==> config.mk <==
export PLATFORM = sky130hd
export DESIGN_NAME = e1_parity_inserter
export DESIGN_NICKNAME = d
export VERILOG_FILES = /design/src/rtl/e1_parity_inserter.sv
export SDC_FILE = /design/constraint.sdc
export NUM_CORES = 1
export LEC_CHECK = 0
export ABC_AREA = 1
export BUFFER_PORTS_ARGS = -buffer_cell sky130_fd_sc_hd__buf_2
export CORE_AREA = 2 2 39 41
export CTS_CLUSTER_DIAMETER = 150
export DETAILED_ROUTE_END_ITERATION = 8
export DIE_AREA = 0 0 41 43
export GPL_ROUTABILITY_DRIVEN = 0
export REMOVE_ABC_BUFFERS = 1
export SLEW_MARGIN = 20
export SYNTH_ARGS = -nofsm -noshare
export SYNTH_HDL_FRONTEND = slang
export SYNTH_SLANG_ARGS = --single-unit
==> constraint.sdc <==
create_clock -name clk -period 1.3 [get_ports clk]
set_input_delay 0.065 -clock clk [delete_from_list [all_inputs] [get_ports clk]]
set_output_delay 0.065 -clock clk [all_outputs]
set_load 0.01 [all_outputs]
==> src/rtl/e1_parity_inserter.sv <==
module e1_parity_inserter #(
  parameter int FRAME_BITS = 256
) (
  input  logic       clk,
  input  logic       rst_n,
  input  logic       frm_start,
  input  logic       sd_in,
  input  logic       par_on,
  input  logic       par_odd,
  input  logic       par_ext,
  input  logic       fix_on,
  input  logic       fix_lvl,
  input  logic [1:0] drv_mode,
  output logic       sd_out,
  output logic       sd_oe
);
  localparam int CW = $clog2(FRAME_BITS);
  localparam logic [CW-1:0] LAST = CW'(FRAME_BITS - 1);

  logic [CW-1:0] pos_q;
  logic          aligned_q, acc_q, out_q, oe_q;

  wire at_end   = (pos_q == LAST);
  wire full_frm = aligned_q && at_end;
  wire par_bit  = full_frm & (acc_q ^ par_odd);
  wire first_b  = par_on ? par_bit : (fix_on ? fix_lvl : sd_in);
  wire next_out = frm_start ? first_b : sd_in;

  always_ff @(posedge clk) begin
    if (!rst_n) begin
      pos_q     <= '0;
      aligned_q <= 1'b0;
      acc_q     <= 1'b0;
      out_q     <= 1'b0;
      oe_q      <= 1'b0;
    end else begin
      out_q <= next_out;
      oe_q  <= (drv_mode == 2'b01);
      if (frm_start) begin
        pos_q     <= '0;
        aligned_q <= 1'b1;
        acc_q     <= par_ext & first_b;
      end else begin
        pos_q <= at_end ? '0 : pos_q + CW'(1);
        acc_q <= acc_q ^ sd_in;
        if (at_end) aligned_q <= 1'b0;
      end
    end
  end

  assign sd_out = out_q;
  assign sd_oe  = oe_q;


  data_pass_chk: assert property (@(posedge clk) disable iff (!rst_n)
    !frm_start |=> (sd_out == $past(sd_in)));

  fixed_level_chk: assert property (@(posedge clk) disable iff (!rst_n)
    (frm_start && !par_on && fix_on) |=> (sd_out == $past(fix_lvl)));

  first_pass_chk: assert property (@(posedge clk) disable iff (!rst_n)
    (frm_start && !par_on && !fix_on) |=> (sd_out == $past(sd_in)));

  no_frame_zero_chk: assert property (@(posedge clk) disable iff (!rst_n)
    (frm_start && par_on && !aligned_q) |=> !sd_out);

  float_code_chk: assert property (@(posedge clk) disable iff (!rst_n)
    (drv_mode != 2'b01) |=> !sd_oe);
endmodule

# Yosys cells after proc, flatten, opt, wreduce, memory -nomap -nowiden
# Index checks and enable logic that the tools add are counted.
[op_classes] eq_ne=2 addsub=1 muxes=6 bitwise_logic=5 n_reduce_logical=3
[ops] operator="8-bit by 1-bit adder with 8-bit output (second input constant)" count=1
[ops] operator="8-bit == test (second input constant)" count=1
[ops] operator="1-bit two-way mux" count=6
[ops] operator="3-bit OR reduction" count=1
[ops] operator="1-bit AND" count=2
[ops] operator="2-bit by 1-bit == test with 1-bit output (second input constant)" count=1
[ops] operator="2-bit nonzero test" count=1
[ops] operator="1-bit bitwise XOR" count=2
[ops] operator="1-bit logical AND" count=1
[ops] operator="1-bit NOT" count=1
[word_totals] inputBits=11 output_inout_bits=2 reg_bits=12 wordCells=22

# Longest topological paths before layout
[depth] word_depth=6 ltp_mapped=7 depth_no_buf=7

# Worst setup path after synthesis
# OpenSTA, ideal clock, no wires.
[synth_path] kind="flip-flop to flip-flop" from="reg pos_q[0]" to="reg pos_q[7]" required_time_ns=1.185 stages_incl_launch_ff=8 setup_slack_ns=0.165 period_less_slack_ns=1.135 arrival_time_ns=1.020 n_path_buf=0 cell_sequence="dfxtp_1 -> ha_1 -> nand2_1 -> nor2_4 -> nand2_2 -> nand3_4 -> a21oi_1 -> o21a_1"
[synth_between] elab_chain_len=2
[synth_rtl] item="start: declaration" line="20" source="logic [CW-1:0] pos_q;"
[synth_rtl] item="start signal: assignment" line="44" source="pos_q <= at_end ? '0 : pos_q + CW'(1);"
[synth_rtl] item="branches (longest 2 deep; another with 8-bit by 1-bit adder with 8-bit output)"
# Parallel ways; which one is timed is not known.
# A chain may end at the register's enable or synchronous reset.

# Worst setup path after layout
# Ends and elaborated chain as after synthesis.

==> results.cfg <==
[critical_path]
cp.required_ns = 1.47
slowest_stage = dfxtp_2
crit_arrival_ns = 1.36
cp-end-kind = register
path_class = register to register
cpPeakStageDelay_ns = 0.37
worst-path-buf-inv = 0
crit_path_frequent_cell = nand2_2
crit_family = simple AND/OR/NAND/NOR gates
crit_chain = ha_4 > nand2_2 > nor2_4 > nand2_2 > nand3_4 > a21oi_1 > o21a_1
cp-start-kind = register
worstPathMaxFanout = 8

[cells_and_area]
antenna_cells = 0
syn_to_final_growth_pct = 27.6
drive_above_1_share_pct = 36.8
nets = 100
stdcell_count = 103
n_fill_cell = 134

[pwr]
report.power.total_uw = 741
power_density_nw_per_um2 = 1040
switchingPower_uw = 160
irDropWorstVdd_v = 0.000592
p_seq_share_pct = 52.0
pwr-share-comb_pct = 9.0
p_leak_nw = 0.276
swShare_pct = 21.6
pwr-share-clk_pct = 39.0
p_int_uw = 581

[clock_network]
cts_root_buffer = clkbuf_4
path_clk_slew_ns = 0.07
clock_latency_ns = 0.27
clock_sinks = 12
cts_tree = built
post_cts_buffers = 0
cts_made_buffers = 3
htreeDepth = 1
clk_path_buf_depth = 2

[synthesis]
synth.distinct_cells = 20
muxShareOfSynthArea_pct = 0
synth.top_cell.area_share_pct = 43.1
yosysSeqAreaShare_pct = 43.1
synth_compound_area_share_pct = 13.5
synth-simple-area-share_pct = 35.7
synth_warnings = 0
synthXorXnorAreaFrac_pct = 0
ys.flop_type = dfxtp_1
synth_area_leaders = dfxtp_1, nand2_1, a21oi_1, inv_1, nor2_1
yosysMostFrequentCell = nand2_1
synth_top_cell_by_area = dfxtp_1
synthesis.area_sq_um = 557
syn_area_per_cell_sq_um = 8.07
synth_top_family_by_area = simple AND/OR/NAND/NOR gates
postSynth.asyncResetShare_pct = 0
synth_edf_count = 0
ys_ff_latch = 12
syn_inst = 69
synth-adder-area-share_pct = 2.25
synth_common_cells = nand2_1, dfxtp_1, a21oi_1

[sta]
fin_crit_sh_pct = 91.4
min_period_ns = 1.19
max_freq_mhz = 842
hold_violations = 0
hold_slack_ns = 0.0414
finalSetupViolations = 0
worst_slew_pin_slew_ns = 0.227
skew_ns = 0.00151
rsz0062_at_grt = false
max_slew_margin_pct = 84.7
slew_viol_final = 0
setup_tns_ns = 0

[global_route]
gr-total-overflow = 0
grt_max_degree = 9
grt_antenna_before_repair = 0
track_usage_pct = 13.5
grt_pass1_wl_um = 1530
first_global_vias = 379

[floorplan]
die_w_um = 41
num_io_pins = 13
core_sq_um = 1380
row_count = 14
start_util_pct = 40.2
design.die.area_sq_um = 1760
die_height_um = 43

[placed_design]
dp_cells = 97
hpwl_um = 703
port_buffers = 12

[route]
route.detailed.drc = 0
dr.pass1.iters = 4
wl_per_cell_um = 9.31
routed_wl_um = 959
drt_iter0_drc = 8
num_vias = 468
via_per_inst = 4.54
ant_nets = 0

[run]
cap_violations = 0

[hold_path]
hold_path_class = primary input to register

[status]
status = complete, no violations
## per-stage QoR
stage | area, sq um | utilization, % | worst slack (ns)
floorplan | 557 | - | 0.165
global placement | 637 | 46.0 | 0.104
detailed placement | 637 | 46.0 | 0.0811
CTS | 683 | 49.4 | 0.0709
global route | 711 | 51.4 | 0.0179
finish | 711 | 51.4 | 0.112
## final cells by class
class | instances | area (sq um) | area share, %
clock buffers | 4 | 36.3 | 5.11
inverters | 8 | 30.0 | 4.23
repair buffers | 14 | 80.1 | 11.3
well taps | 16 | 20.0 | 2.82
flip-flops and latches | 12 | 243 | 34.2
multi-input cells | 49 | 302 | 42.4
## state kept, by name, summed over array words and instances, names as in the netlist
| register | flops |
|---|---|
| pos_q | 8 |
| acc_q | 1 |
| aligned_q | 1 |
| sd_out | 1 |
| sd_oe | 1 |
## worst min-delay path: stages
cell and delay [ns]:
buf_2 0.10, nand3_2 0.06, a21oi_2 0.04
## worst paths after layout
path	from	to	slack, ns	depth (start not counted)
max reg2reg	pos_q[0]	pos_q[7]	0.11	7
max	pos_q[0]	pos_q[7]	0.11	7
min reg2reg	pos_q[0]	pos_q[0]	0.46	1
min	par_ext	acc_q	0.04	3
## timing repair
| item | CTS | global route |
|---|---|---|
| endpoints found under the hold margin | 1 | 1 |
| hold buffers | 1 | 1 |
| gates resized for setup | 0 | 5 |
| setup endpoints to repair | 0 | 4 |
## cells in the final DEF, fill, tap and decap left out, drive strengths merged, types with 2 or more instances in the layout
| master | n |
|---|---|
| buf | 12 |
| inv | 8 |
| nor2 | 9 |
| a21oi | 10 |
| dfxtp | 12 |
| nor3b | 2 |
| o21ai | 2 |
| nand2 | 16 |
| dlygate4sd3 | 2 |
| clkbuf | 4 |
| nand3 | 5 |
## power groups by stage
| stage | Clock (mW) | Sequential (mW) | Combinational, mW |
|---|---|---|---|
| 5_1_grt | 0.329 | 0.387 | 0.0765 |
| 3_3_place_gp | 0 | 0.392 | 0.0608 |
| 4_1_cts | 0.301 | 0.383 | 0.0640 |
| 2_1_floorplan | 0 | 0.393 | 0.0330 |
| 6_report | 0.289 | 0.385 | 0.0667 |
| 3_5_place_dp | 0 | 0.392 | 0.0618 |
## layer usage
| layer | wire length [um] | vias up | GRT usage (%) |
|---|---|---|---|
| met5 | 0 | - | 0 |
| met4 | 8 | 0 | 6.00 |
| met3 | 51 | 2 | 9.42 |
| met2 | 433 | 10 | 16.3 |
| met1 | 465 | 194 | 18.1 |
| li1 | - | 262 | - |
## cells by family after synthesis
kind of cell             Yosys count
flip-flops                        12
AND/OR/NAND/NOR                   35
adder cells (fa/ha/maj)            1
buffers and inverters              8
AO/OA/AOI/OAI                     13
(Power assumes the default switching activity.)
